[src/rtl/ivtmr_pkg.sv]
package ivtmr_pkg;

  localparam int PRE_W = 7;

  localparam int B_EN    = 0;
  localparam int B_TRIG  = 1;
  localparam int B_MODE  = 2;
  localparam int B_INV   = 3;
  localparam int B_IEN   = 4;
  localparam int B_FLAG  = 5;
  localparam int B_SEL   = 6;
  localparam int B_RUN   = 9;

  localparam logic [1:0] A_CTRL  = 2'd0;
  localparam logic [1:0] A_RLD   = 2'd1;
  localparam logic [1:0] A_COUNT = 2'd2;

  typedef enum logic [2:0] {
    CS_DIV2   = 3'b000,
    CS_DIV8   = 3'b001,
    CS_DIV32  = 3'b010,
    CS_EVENT  = 3'b011,
    CS_RSV_A  = 3'b100,
    CS_DIV64  = 3'b101,
    CS_DIV128 = 3'b110,
    CS_RSV_B  = 3'b111
  } clk_sel_e;

  typedef struct packed {
    clk_sel_e sel;
    logic     flag;
    logic     ien;
    logic     inv;
    logic     mode;
    logic     en;
  } ctrl_t;

  function automatic logic [PRE_W-1:0] sel_mask(input clk_sel_e s);
    case (s)
      CS_DIV2:   return PRE_W'(1);
      CS_DIV8:   return PRE_W'(7);
      CS_DIV32:  return PRE_W'(31);
      CS_DIV64:  return PRE_W'(63);
      CS_DIV128: return PRE_W'(127);
      default:   return '0;
    endcase
  endfunction

  function automatic logic sel_is_div(input clk_sel_e s);
    return (s == CS_DIV2) || (s == CS_DIV8) || (s == CS_DIV32) ||
           (s == CS_DIV64) || (s == CS_DIV128);
  endfunction

  function automatic logic out_level(input logic mode, input logic running,
                                     input logic tgl, input logic inv);
    return mode ? (tgl ^ inv) : (running ^ inv);
  endfunction

endpackage

[src/rtl/ivtmr_regs.sv]
module ivtmr_regs
  import ivtmr_pkg::*;
#(
  parameter int CNT_W = 16
) (
  input  logic             clk,
  input  logic             rst_n,
  input  logic             wr_en,
  input  logic [1:0]       wr_addr,
  input  logic [CNT_W-1:0] wr_data,
  input  logic [1:0]       rd_addr,
  input  logic             sw_trig,
  input  logic             uf_evt,
  input  logic             running,
  input  logic [CNT_W-1:0] count,
  output ctrl_t            ctrl,
  output logic [CNT_W-1:0] rld,
  output logic             en_live,
  output logic             start_evt,
  output logic [CNT_W-1:0] rd_data
);

  logic wr_ctrl, wr_rld;

  assign wr_ctrl   = wr_en && (wr_addr == A_CTRL);
  assign wr_rld    = wr_en && (wr_addr == A_RLD);
  assign en_live   = wr_ctrl ? wr_data[B_EN] : ctrl.en;
  assign start_evt = en_live && (sw_trig || (wr_ctrl && wr_data[B_TRIG]));

  always_ff @(posedge clk or negedge rst_n) begin
    if (!rst_n) begin
      ctrl <= '0;
      rld  <= '0;
    end else begin
      if (wr_ctrl) begin
        ctrl.en   <= wr_data[B_EN];
        ctrl.mode <= wr_data[B_MODE];
        ctrl.inv  <= wr_data[B_INV];
        ctrl.ien  <= wr_data[B_IEN];
        ctrl.sel  <= clk_sel_e'(wr_data[B_SEL+2:B_SEL]);
      end
      if (uf_evt)
        ctrl.flag <= 1'b1;
      else if (wr_ctrl && !wr_data[B_FLAG])
        ctrl.flag <= 1'b0;
      if (wr_rld)
        rld <= wr_data;
    end
  end

  always_comb begin
    rd_data = '0;
    case (rd_addr)
      A_CTRL: begin
        rd_data[B_EN]          = ctrl.en;
        rd_data[B_MODE]        = ctrl.mode;
        rd_data[B_INV]         = ctrl.inv;
        rd_data[B_IEN]         = ctrl.ien;
        rd_data[B_FLAG]        = ctrl.flag;
        rd_data[B_SEL+2:B_SEL] = ctrl.sel;
        rd_data[B_RUN]         = running;
      end
      A_RLD:   rd_data = rld;
      A_COUNT: rd_data = count;
      default: rd_data = '0;
    endcase
  end

endmodule

[src/rtl/ivtmr_tick.sv]
module ivtmr_tick
  import ivtmr_pkg::*;
#(
  parameter int SYNC_N = 2
) (
  input  logic     clk,
  input  logic     rst_n,
  input  clk_sel_e sel,
  input  logic     start_evt,
  input  logic     ev_in,
  output logic     tick
);

  localparam int SH_W = SYNC_N + 1;

  logic [PRE_W-1:0] pcnt;
  logic [SH_W-1:0]  ev_sh;
  logic             ev_rise;
  logic [PRE_W-1:0] mask;

  always_ff @(posedge clk or negedge rst_n) begin
    if (!rst_n)
      pcnt <= '0;
    else if (start_evt)
      pcnt <= '0;
    else
      pcnt <= pcnt + 1'b1;
  end

  always_ff @(posedge clk or negedge rst_n) begin
    if (!rst_n)
      ev_sh <= '0;
    else
      ev_sh <= {ev_sh[SH_W-2:0], ev_in};
  end

  assign ev_rise = ev_sh[SYNC_N-1] && !ev_sh[SYNC_N];
  assign mask    = sel_mask(sel);

  always_comb begin
    if (sel == CS_EVENT)
      tick = ev_rise;
    else if (sel_is_div(sel))
      tick = ((pcnt & mask) == mask);
    else
      tick = 1'b0;
  end

endmodule

[src/rtl/ivtmr_count.sv]
module ivtmr_count #(
  parameter int CNT_W = 16
) (
  input  logic             clk,
  input  logic             rst_n,
  input  logic             start_evt,
  input  logic             tick,
  input  logic             en_live,
  input  logic             mode,
  input  logic [CNT_W-1:0] rld,
  output logic [CNT_W-1:0] count,
  output logic             running,
  output logic             tgl,
  output logic             uf_evt
);

  logic step;

  assign step   = running && tick && en_live;
  assign uf_evt = step && (count == '0);

  always_ff @(posedge clk or negedge rst_n) begin
    if (!rst_n) begin
      count   <= '0;
      running <= 1'b0;
      tgl     <= 1'b0;
    end else if (start_evt) begin
      count   <= rld;
      running <= 1'b1;
      tgl     <= 1'b0;
    end else if (!en_live) begin
      running <= 1'b0;
    end else if (step) begin
      if (count == '0) begin
        if (mode) begin
          count <= rld;
          tgl   <= ~tgl;
        end else begin
          running <= 1'b0;
        end
      end else begin
        count <= count - 1'b1;
      end
    end
  end

endmodule

[src/rtl/ivtmr_top.sv]
module ivtmr_top
  import ivtmr_pkg::*;
#(
  parameter int CNT_W  = 16,
  parameter int SYNC_N = 2
) (
  input  logic             clk,
  input  logic             rst_n,
  input  logic             wr_en,
  input  logic [1:0]       wr_addr,
  input  logic [CNT_W-1:0] wr_data,
  input  logic [1:0]       rd_addr,
  output logic [CNT_W-1:0] rd_data,
  input  logic             sw_trig,
  input  logic             ev_in,
  output logic             irq,
  output logic             tmr_out
);

  ctrl_t            ctrl;
  logic [CNT_W-1:0] rld;
  logic [CNT_W-1:0] count;
  logic             en_live;
  logic             start_evt;
  logic             tick;
  logic             uf_evt;
  logic             running;
  logic             tgl;

  ivtmr_regs #(.CNT_W(CNT_W)) regs_i (
    .clk(clk), .rst_n(rst_n), .wr_en(wr_en), .wr_addr(wr_addr),
    .wr_data(wr_data), .rd_addr(rd_addr), .sw_trig(sw_trig),
    .uf_evt(uf_evt), .running(running), .count(count), .ctrl(ctrl),
    .rld(rld), .en_live(en_live), .start_evt(start_evt), .rd_data(rd_data)
  );

  ivtmr_tick #(.SYNC_N(SYNC_N)) tick_i (
    .clk(clk), .rst_n(rst_n), .sel(ctrl.sel), .start_evt(start_evt),
    .ev_in(ev_in), .tick(tick)
  );

  ivtmr_count #(.CNT_W(CNT_W)) count_i (
    .clk(clk), .rst_n(rst_n), .start_evt(start_evt), .tick(tick),
    .en_live(en_live), .mode(ctrl.mode), .rld(rld), .count(count),
    .running(running), .tgl(tgl), .uf_evt(uf_evt)
  );

  assign irq     = ctrl.flag && ctrl.ien;
  assign tmr_out = out_level(ctrl.mode, running, tgl, ctrl.inv);

endmodule

[config.mk]
export PLATFORM = sky130hd
export DESIGN_NAME = ivtmr_top
export DESIGN_NICKNAME = d
export VERILOG_FILES = /design/src/rtl/ivtmr_pkg.sv /design/src/rtl/ivtmr_regs.sv /design/src/rtl/ivtmr_tick.sv /design/src/rtl/ivtmr_count.sv /design/src/rtl/ivtmr_top.sv
export SDC_FILE = /design/constraint.sdc
export NUM_CORES = 1
export LEC_CHECK = 0
export ABC_CLOCK_PERIOD_IN_PS = 2950
export BUFFER_PORTS_ARGS = -buffer_cell sky130_fd_sc_hd__buf_2
export CORE_ASPECT_RATIO = 0.9
export CORE_MARGIN = 1.5
export CORE_UTILIZATION = 57
export DETAILED_ROUTE_END_ITERATION = 12
export GPL_TIMING_DRIVEN = 0
export PLACE_DENSITY_LB_ADDON = 0.1
export SLEW_MARGIN = 20
export SYNTH_ARGS = -nofsm -noshare
export SYNTH_HDL_FRONTEND = slang
export SYNTH_SLANG_ARGS = --single-unit
[constraint.sdc]
create_clock -name clk -period 2.95 [get_ports clk]
set_clock_uncertainty 0.1 [all_clocks]
set_input_delay 0.1475 -clock clk [delete_from_list [all_inputs] [get_ports clk]]
set_output_delay 0.1475 -clock clk [all_outputs]
set_load 0.01 [all_outputs]
* Word-level counts from Yosys, hierarchy flattened
Cells that the tools add are included.
** Storage, ports and cells
- Register bits :: 52
- Input bits :: 25
- Output and inout bits :: 18
- Logic and storage cells :: 87
** Cells by class
- $add $sub $neg :: 2
- Equal/unequal tests :: 13
- Mux-type cells :: 27
- Bitwise logic cells :: 4
- Reduce and logical (&&, ||, !) cells :: 29
** Operator list (number)
- two-way mux 16 bit :: 5
- case mux 7 bit (5 select lines) :: 1
- case mux 8 bit (3 select lines) :: 1
- zero test 16 bit :: 1
- two-way mux 1 bit :: 16
- subtractor 16 x 1 -> 16 bit (second input constant) :: 1
- inequality test 3 x 2 -> 1 bit (second input constant) :: 4
- case mux 6 bit (2 select lines) :: 1
- logical AND 1 bit :: 10
- nonzero test 2 bit :: 5
- adder 7 x 1 -> 7 bit (second input constant) :: 1
- bitwise AND 7 bit :: 1
- == test 7 bit :: 1
- two-way mux 7 bit :: 1
- == test 3 x 2 -> 1 bit (second input constant) :: 2
- == test 3 bit (second input constant) :: 2
- AND reduction 3 bit :: 2
- logical OR 1 bit :: 5
- == test 2 x 1 -> 1 bit (second input constant) :: 2
- zero test 2 bit :: 2
- AND reduction 4 bit :: 1
- == test 3 x 1 -> 1 bit (second input constant) :: 1
- zero test 3 bit :: 1
- case mux 1 bit (3 select lines) :: 1
- other kinds (5) :: 7

* Logic depth before layout (Yosys ltp)
Gate-level depths: netlist of the first run.
- Word-level depth :: 12
- Gate-level depth with buffers :: 9
- Depth with buffers taken out :: 8

* By module
Synthesis of the first run repeated with hierarchy kept, for this count alone.
** Unflattened totals
- Cell total of the unflattened synthesis :: 291
- Area, all modules :: 3055.4 um^2
** By module, submodules not included
- ivtmr_count :: instances 1, cells each 150, area an instance 1317.5 um^2, sequential area each 450.4 um^2
- ivtmr_regs :: instances 1, cells each 101, area an instance 1285.0 um^2, sequential area each 600.6 um^2
- ivtmr_tick :: instances 1, cells each 37, area an instance 427.9 um^2, sequential area each 250.2 um^2
- ivtmr_top :: instances 1, cells each 3, area an instance 25.0 um^2, sequential area each 0.0 um^2

* Worst setup path before layout of the first run
Ideal clock, no wire load.
- Kind :: register -> register
- Start point :: register count_i.count[7]
- End point :: register count_i.count[15]
- Setup time :: 0.128 ns
- Data arrival time :: 2.013 ns
- Required time :: 2.722 ns
- Slack :: 0.709 ns
- Stages on the path, launching flop included :: 7
- Buffers on the path :: 1
- Period minus slack after synthesis :: 2.241 ns
- Cell sequence :: dfrtp_1 buf_6 or4_4 or3_4 or4_1 nor4b_2 nor3_1
** Between the ends
- Cells in the longest elaborated chain, start to end :: 5
- Elaborated cells on any way between the ends :: 8
- Those cells by class :: add/sub (1); eq/ne (1); mux (4); reduce/logical (2)
** RTL lines
- start: declaration :: line ivtmr_count.sv:11 : output logic [CNT_W-1:0] count,
- start signal: assignment :: line ivtmr_count.sv:28 : count <= rld;
- start signal: assignment :: line ivtmr_count.sv:36 : count <= rld;
- start signal: assignment :: line ivtmr_count.sv:42 : count <= count - 1'b1;
- subtractor 16 x 1 -> 16 bit / zero test 16 bit (equally long branches) :: line ivtmr_count.sv:42, ivtmr_count.sv:34
- two-way mux 16 bit :: line ivtmr_count.sv:34 : if (count == '0) begin
- two-way mux 16 bit :: line ivtmr_count.sv:33 : end else if (step) begin
- two-way mux 16 bit :: line ivtmr_count.sv:31 : end else if (!en_live) begin
- two-way mux 16 bit :: line ivtmr_count.sv:27 : end else if (start_evt) begin
Several ways; a longest one is shown, not always the timed one. The select of a mux whose other input is x is not followed.
A chain may end at the register's enable or synchronous reset.

* Worst setup path in the final report of the first run
- Start point :: register count_i.count[8]
- End point :: register count_i.count[13]
Same word-level chain as after synthesis.

==> results of run 1 <==
## critical path, stage by stage, from the launching register on
cell and delay (ps):
dfrtp_1 510, nor4_1 590, nand4_1 250, buf_4 220
buf_12 120, clkbuf_1 240, a21oi_1 200, nor2_1 50
o311a_1 280
## state kept, by name, indices dropped and copies added (netlist names)
name and count:
count_i.count 16, regs_i.rld 16, regs_i.ctrl 8, tick_i.pcnt 7, tick_i.ev_sh 3, count_i.running 1
count_i.tgl 1
## final cells by class
cell class              count  area, um2
plain buffers              15       67.6
clock buffers               5       68.8
clock inverters             3       22.5
fillers                   376       1370
inverters                  11       41.3
multi-input cells         239       1580
flip-flops and latches     52       1300
well taps                  65       81.3
repair buffers             62        418
## synthesized netlist by cell type (all sizes together), types with 2 or more instances
| library cell | n |
|---|---|
| nor3b | 2 |
| nand4 | 4 |
| nor4 | 4 |
| nand3b | 2 |
| a211o | 2 |
| nor3 | 10 |
| buf | 5 |
| and2 | 3 |
| a21oi | 17 |
| and3 | 2 |
| xnor2 | 4 |
| a22oi | 7 |
| o32ai | 2 |
| or2 | 4 |
| nor4b | 3 |
| o211ai | 3 |
| and4 | 2 |
| ha | 7 |
| mux2 | 17 |
| o22ai | 3 |
| a21o | 2 |
| or3 | 4 |
| nand2 | 32 |
| o21ai | 10 |
| dfrtp | 52 |
| inv | 11 |
| or4 | 3 |
| clkbuf | 10 |
| nand3 | 6 |
| mux2i | 3 |
| nor2 | 38 |
| o221ai | 2 |
| nor2b | 9 |
| o31a | 2 |
| a211oi | 6 |
| a222oi | 9 |
| xor2 | 3 |
## layout by cell type (no fill, tap or decap), types with 3 or more instances in the layout
| cell type | Yosys | layout |
|---|---|---|
| dfrtp_1 | 52 | 52 |
| buf_2 | 3 | 44 |
| nor2_1 | 38 | 38 |
| nand2_1 | 32 | 32 |
| mux2_2 | 17 | 17 |
| a21oi_1 | 17 | 17 |
| dlygate4sd3_1 | 0 | 17 |
| inv_1 | 11 | 11 |
| clkbuf_1 | 10 | 10 |
| o21ai_0 | 10 | 10 |
| nor3_1 | 10 | 10 |
| nor2b_1 | 9 | 9 |
| a222oi_1 | 9 | 9 |
| a22oi_1 | 7 | 7 |
| ha_1 | 7 | 7 |
| nand3_1 | 6 | 6 |
| a211oi_1 | 6 | 6 |
| clkbuf_8 | 0 | 5 |
| xnor2_1 | 4 | 4 |
| nor4_1 | 4 | 4 |
| nand4_1 | 4 | 4 |
| or2_2 | 3 | 3 |
| xor2_1 | 3 | 3 |
| and2_1 | 3 | 3 |
| mux2i_1 | 3 | 3 |
| o22ai_1 | 3 | 3 |
| or3_1 | 3 | 3 |
| o211ai_1 | 3 | 3 |
| buf_4 | 0 | 3 |
## worst paths after layout
path                                              start                       endpoint  slack [ps]  cells past startpoint
max                        count_i.count[8]$_DFFE_PN0P_  count_i.count[13]$_DFFE_PN0P_         270                      8
min                                          wr_data[1]      regs_i.rld[1]$_DFFE_PN0P_          20                      2
max reg2reg                count_i.count[8]$_DFFE_PN0P_  count_i.count[13]$_DFFE_PN0P_         270                      8
min reg2reg                   tick_i.ev_sh[0]$_DFF_PN0_      tick_i.ev_sh[1]$_DFF_PN0_         280                      0
max in group asynchronous                         rst_n   count_i.count[1]$_DFFE_PN0P_        2020                      2
min in group asynchronous                         rst_n       tick_i.pcnt[6]$_DFF_PN0_         300                      2
## routing by layer
| layer | part of all wire (%) | track usage (%) | wire (um) | vias up |
|---|---|---|---|---|
| met2 | 45 | 45.6 | 3710 | 168 |
| met3 | 10 | 6.88 | 840 | 14 |
| met1 | 44 | 45.8 | 3650 | 1388 |
| met5 | 0 | 0 | 0 | - |
| met4 | 1.5 | 8.97 | 121 | 0 |
| li1 | - | - | - | 1308 |
## kinds of logic (layout without fill, tap and decap cells)
group | after synthesis | count (layout)
AO/OA/AOI/OAI | 75 | 75
XOR/XNOR | 7 | 7
adder cells (fa/ha/maj) | 7 | 7
buffers and inverters | 26 | 96
flip-flops | 52 | 52
multiplexers | 20 | 20
AND/OR/NAND/NOR | 130 | 130
## what timing repair did
item / in CTS / in global routing
hold buffers: 17 / 0
endpoints found under the hold margin: 74 / 0
setup endpoints to repair: 0 / 1
buffers inserted: 0 / 3
## where the power goes
group	switching, mW	total [mW]	internal [mW]
logic	0.334	0.629	0.296
registers	0.247	1.13	0.881
clock network	0.251	0.421	0.171
total	0.831	2.18	1.35
==> flow_metrics.env, run 1 <==
export IMPL_syn_to_final_growth_pct=19.7
export IMPL_dieArea_mm2=0.00570
export IMPL_critPathRequiredTime_ps=3050
export IMPL_status="completed"
export IMPL_leakagePower_nw=1.55
export IMPL_ys_types=57
export IMPL_ir_drop_mv=0.419
export IMPL_max_freq_ghz=0.373
export IMPL_clock_sinks=52
export IMPL_grt_max_degree=53
export IMPL_clock_path_buffers=2
export IMPL_synth_area_leaders="dfrtp_1, mux2_2, nor2_1"
export IMPL_grt_overflow=0
export IMPL_rsz0062_at_grt="no"
export IMPL_core_mm2=0.00495
export IMPL_ys_seq_area_share_pct=43.5
export IMPL_cts_tree="yes"
export IMPL_min_period_ps=2680
export IMPL_layout_drive_gt1_share_pct=21.7
export IMPL_gp_routability_congestion=0.956
export IMPL_clk_latency_ps=310
export IMPL_dr_first_iter_drc_count=367
export IMPL_cts_resized_gates=0
export IMPL_finalSetupViolations=0
export IMPL_hold_viol=0
export IMPL_period_share_pct=90.8
export IMPL_synth_fp_nets=349
export IMPL_final_antenna_net_count=0
export IMPL_die_h_um=71.8
export IMPL_finalInstanceArea_mm2=0.00358
export IMPL_synthSimpleGateAreaFrac_pct=22.6
export IMPL_antennaDiodeCount=0
export IMPL_path_clk_slew_ps=100
export IMPL_powerDensity_mw_per_mm2=608
export IMPL_synth_seq_cells=52
export IMPL_port_buffers=42
export IMPL_post_drt_wl_per_cell_um=18.4
export IMPL_yosysTopAreaCell="dfrtp_1"
export IMPL_cts_max_level=2
export IMPL_synth_top_area_share_pct=43.5
export IMPL_setup_ws_ps=271
export IMPL_synth_area_mm2=0.00299
export IMPL_globalRouteTotalUtil_pct=30.9
export IMPL_synth_top_family_by_area="simple AND/OR/NAND/NOR gates"
export IMPL_start_util_pct=60.4
export IMPL_via_count=2878
export IMPL_dp_hpwl_mm=5.86
export IMPL_synth_compound_area_share_pct=18.0
export IMPL_cp_end_kind="flop"
export IMPL_wirelength_mm=8.32
export IMPL_power_mw=2.18
export IMPL_tns_ps=0
export IMPL_cts_buffers=5
export IMPL_relSlewSlack_pct=57.3
export IMPL_placed_cells=424
export IMPL_vias_per_cell=6.37
export IMPL_ys_warnings_count=0
export IMPL_fin_nets=418
export IMPL_synth_area_mux_share_pct=7.40
export IMPL_cts_root_buf="clkbuf_8"
export IMPL_drc_errors=0
export IMPL_utilization_pct=72.3
export IMPL_crit_arrival_ps=2780
export IMPL_synth_xor_xnor_area_share_pct=2.05
export IMPL_hold_ws_ps=15.6
export IMPL_firstDrtPassIters=8
export IMPL_post_place_ws_ps=262
export IMPL_syn_inst=317
export IMPL_min_path_type="in2reg"
export IMPL_path_class="reg2reg"
export IMPL_grt_pass1_vias=2634
export IMPL_grt_antenna_before_repair=0
export IMPL_worstMarginPinSlew_ps=640
export IMPL_avgSynthCellArea_um2=9.45
export IMPL_drv_max_cap_violation_count=0
export IMPL_ios=43
export IMPL_dpl_instance_area_mm2=0.00329
export IMPL_synth_edf_count=0
export IMPL_synth_main_ff_cell="dfrtp_1"
export IMPL_drv_slew=0
export IMPL_grt_pass1_wl_mm=13.3
export IMPL_start_kind="flop"
export IMPL_cp_max_fo=10
export IMPL_synth_fa_ha_area_share_pct=2.93
export IMPL_ys_async_sr_fraction_pct=100
export IMPL_num_rows=24
export IMPL_final_cells=452
export IMPL_fp_dieW_um=79.4
Note: power is estimated with default switching activity, not from simulation.
==> inputs of run 2 (changes only) <==
--- a/config.mk
+++ b/config.mk
@@ -5,14 +5,15 @@
 export SDC_FILE = /design/constraint.sdc
 export NUM_CORES = 1
 export LEC_CHECK = 0
-export ABC_CLOCK_PERIOD_IN_PS = 2950
+export ABC_CLOCK_PERIOD_IN_PS = 3200
 export BUFFER_PORTS_ARGS = -buffer_cell sky130_fd_sc_hd__buf_2
 export CORE_ASPECT_RATIO = 0.9
 export CORE_MARGIN = 1.5
-export CORE_UTILIZATION = 57
+export CORE_UTILIZATION = 60
 export DETAILED_ROUTE_END_ITERATION = 12
 export GPL_TIMING_DRIVEN = 0
-export PLACE_DENSITY_LB_ADDON = 0.1
+export PLACE_DENSITY_LB_ADDON = 0.12
+export SETUP_SLACK_MARGIN = 0.15
 export SLEW_MARGIN = 20
 export SYNTH_ARGS = -nofsm -noshare
 export SYNTH_HDL_FRONTEND = slang
==> constraint.sdc (replaced) <==
create_clock -name clk -period 3.2 [get_ports clk]
set_clock_uncertainty 0.1 [all_clocks]
set_input_delay 0.16 -clock clk [delete_from_list [all_inputs] [get_ports clk]]
set_output_delay 0.16 -clock clk [all_outputs]
set_load 0.01 [all_outputs]
==> flow_metrics.env, run 2 (synthesized netlist as in run 1, its figures left out) <==
export IMPL_setup_ws_ps=340
export IMPL_cts_resized_gates=0
export IMPL_grt_antenna_before_repair=0
export IMPL_period_share_pct=89.4
export IMPL_crit_chain="nor4_1 -> nand4_1 -> nor2_1 -> nor3_1 -> buf_2 -> a311oi_1 -> nor3_1"
export IMPL_multi_input_area_mm2=0.00158
export IMPL_hold_end="regs_i.rld[1]$_DFFE_PN0P_"
export IMPL_layout_drive_gt1_share_pct=21.1
export IMPL_drc_errors=0
export IMPL_start_kind="flop"
export IMPL_hold_depth=2
export IMPL_path_clk_slew_ps=110
export IMPL_firstDrtPassIters=6
export IMPL_r2r_end="count_i.count[15]$_DFFE_PN0P_"
export IMPL_hold_viol=0
export IMPL_drv_max_cap_violation_count=0
export IMPL_ir_drop_mv=0.403
export IMPL_grt_overflow=0
export IMPL_gp_routability_congestion=0.951
export IMPL_cts_tree="yes"
export IMPL_wirelength_mm=8.59
export IMPL_via_count=2848
export IMPL_rr_worst_depth=7
export IMPL_final_antenna_net_count=0
export IMPL_core_mm2=0.00483
export IMPL_path_class="reg2reg"
export IMPL_drv_slew=0
export IMPL_powerDensity_mw_per_mm2=571
export IMPL_critPathRequiredTime_ps=3300
export IMPL_grt_max_degree=53
export IMPL_cp_end_kind="flop"
export IMPL_grt_pass1_wl_mm=14.0
export IMPL_min_period_ps=2860
export IMPL_reg_top3="count_i.count: 16 flops, regs_i.rld: 16 flops, regs_i.ctrl: 8 flops"
export IMPL_num_rows=24
export IMPL_antennaDiodeCount=0
export IMPL_num_fill_cells=355
export IMPL_dr_first_iter_drc_count=465
export IMPL_clk_latency_ps=320
export IMPL_dieArea_mm2=0.00542
export IMPL_layout_common_cells="dfrtp_1, buf_2, nor2_1"
export IMPL_post_place_ws_ps=491
export IMPL_r2r_setup_slack_ps=340
export IMPL_port_buffers=42
export IMPL_fp_dieW_um=77.5
export IMPL_cp_max_fo=10
export IMPL_relSlewSlack_pct=56.6
export IMPL_hold_ws_ps=2.78
export IMPL_seq_area_mm2=0.00130
export IMPL_final_common_cell="dfrtp_1"
export IMPL_cts_root_buf="clkbuf_8"
export IMPL_utilization_pct=73.2
export IMPL_status="completed"
export IMPL_hold_path_startpoint="wr_data[1]"
export IMPL_max_freq_ghz=0.350
export IMPL_globalRouteTotalUtil_pct=33.5
export IMPL_finalSetupViolations=0
export IMPL_max_stage_delay_ps=610
export IMPL_cp_slowest_cell="nor4_1"
export IMPL_cts_max_level=2
export IMPL_ios=43
export IMPL_dp_hpwl_mm=5.83
export IMPL_start_util_pct=61.9
export IMPL_vias_per_cell=6.36
export IMPL_ctsHoldBuffers=16
export IMPL_tns_ps=0
export IMPL_fin_nets=414
export IMPL_die_h_um=70.0
export IMPL_crit_top_cell="nor3_1"
export IMPL_min_path_type="in2reg"
export IMPL_syn_to_final_growth_pct=18.2
export IMPL_clock_sinks=52
export IMPL_cts_buffers=5
export IMPL_grt_pass1_vias=2689
export IMPL_power_mw=2.02
export IMPL_post_drt_wl_per_cell_um=19.2
export IMPL_leakagePower_nw=1.53
export IMPL_postCtsSetupBuffers=0
export IMPL_clock_path_buffers=2
export IMPL_crit_arrival_ps=2960
export IMPL_rsz0062_at_grt="no"
export IMPL_r2r_start="count_i.count[8]$_DFFE_PN0P_"
export IMPL_worstMarginPinSlew_ps=651
## run 2: cell types whose count changed in the layout (fill, tap and decap cells not counted)
cell           change
buf_12             -1
clkinv_4           -1
dlygate4sd3_1      -1
clkinvlp_4         +1
buf_4              -2
## run 2: final cells by class
cell class | instances | share of cell area [%]
clock inverter | 3 | 0.601
inverter | 11 | 1.17
tap | 65 | 2.30
multi-input combinational | 239 | 44.8
clock buffer | 5 | 1.94
sequential | 52 | 36.8
buffer | 15 | 1.91
timing repair buffer | 58 | 10.5
## run 2: metrics by stage
stage / cells / area, um2
floorplan: 317 / 2990
global placement: 424 / 3290
detailed placement: 424 / 3290
CTS: 448 / 3540
global route: 448 / 3540
finish: 448 / 3540
## run 2: how the worst max path moves through the flow
| stage | from | end |
|---|---|---|
| after floorplan | count_i.count[7]$_DFFE_PN0P_ | count_i.count[15]$_DFFE_PN0P_ |
| after global placement | count_i.count[8]$_DFFE_PN0P_ | count_i.count[15]$_DFFE_PN0P_ |
| after detailed placement | count_i.count[8]$_DFFE_PN0P_ | count_i.count[15]$_DFFE_PN0P_ |
| after CTS | count_i.count[0]$_DFFE_PN0P_ | count_i.count[15]$_DFFE_PN0P_ |
| after global routing | count_i.count[8]$_DFFE_PN0P_ | count_i.count[15]$_DFFE_PN0P_ |
| final | count_i.count[8]$_DFFE_PN0P_ | count_i.count[15]$_DFFE_PN0P_ |
## run 2: power breakdown
group	switching [mW]	internal [mW]
Combinational	0.315	0.272
Clock	0.238	0.156
Sequential	0.225	0.812
Total	0.779	1.24
## run 2: metal layers
| metal | global-route usage (%) | vias up | part of all wire (%) |
|---|---|---|---|
| li1 | - | 1302 | - |
| met1 | 48.8 | 1352 | 42 |
| met2 | 51.8 | 176 | 46 |
| met3 | 6.80 | 18 | 10 |
| met4 | 7.68 | 0 | 1.6 |
| met5 | 0 | - | 0 |
## run 2: worst max-delay path: cells and delay by family (launching register included)
kind	cells	cell delay, ps
and+or+nand+nor	5	1560
DFF	1	500
AOI/OAI and AO/OA	1	330
buffers and inverters	1	260
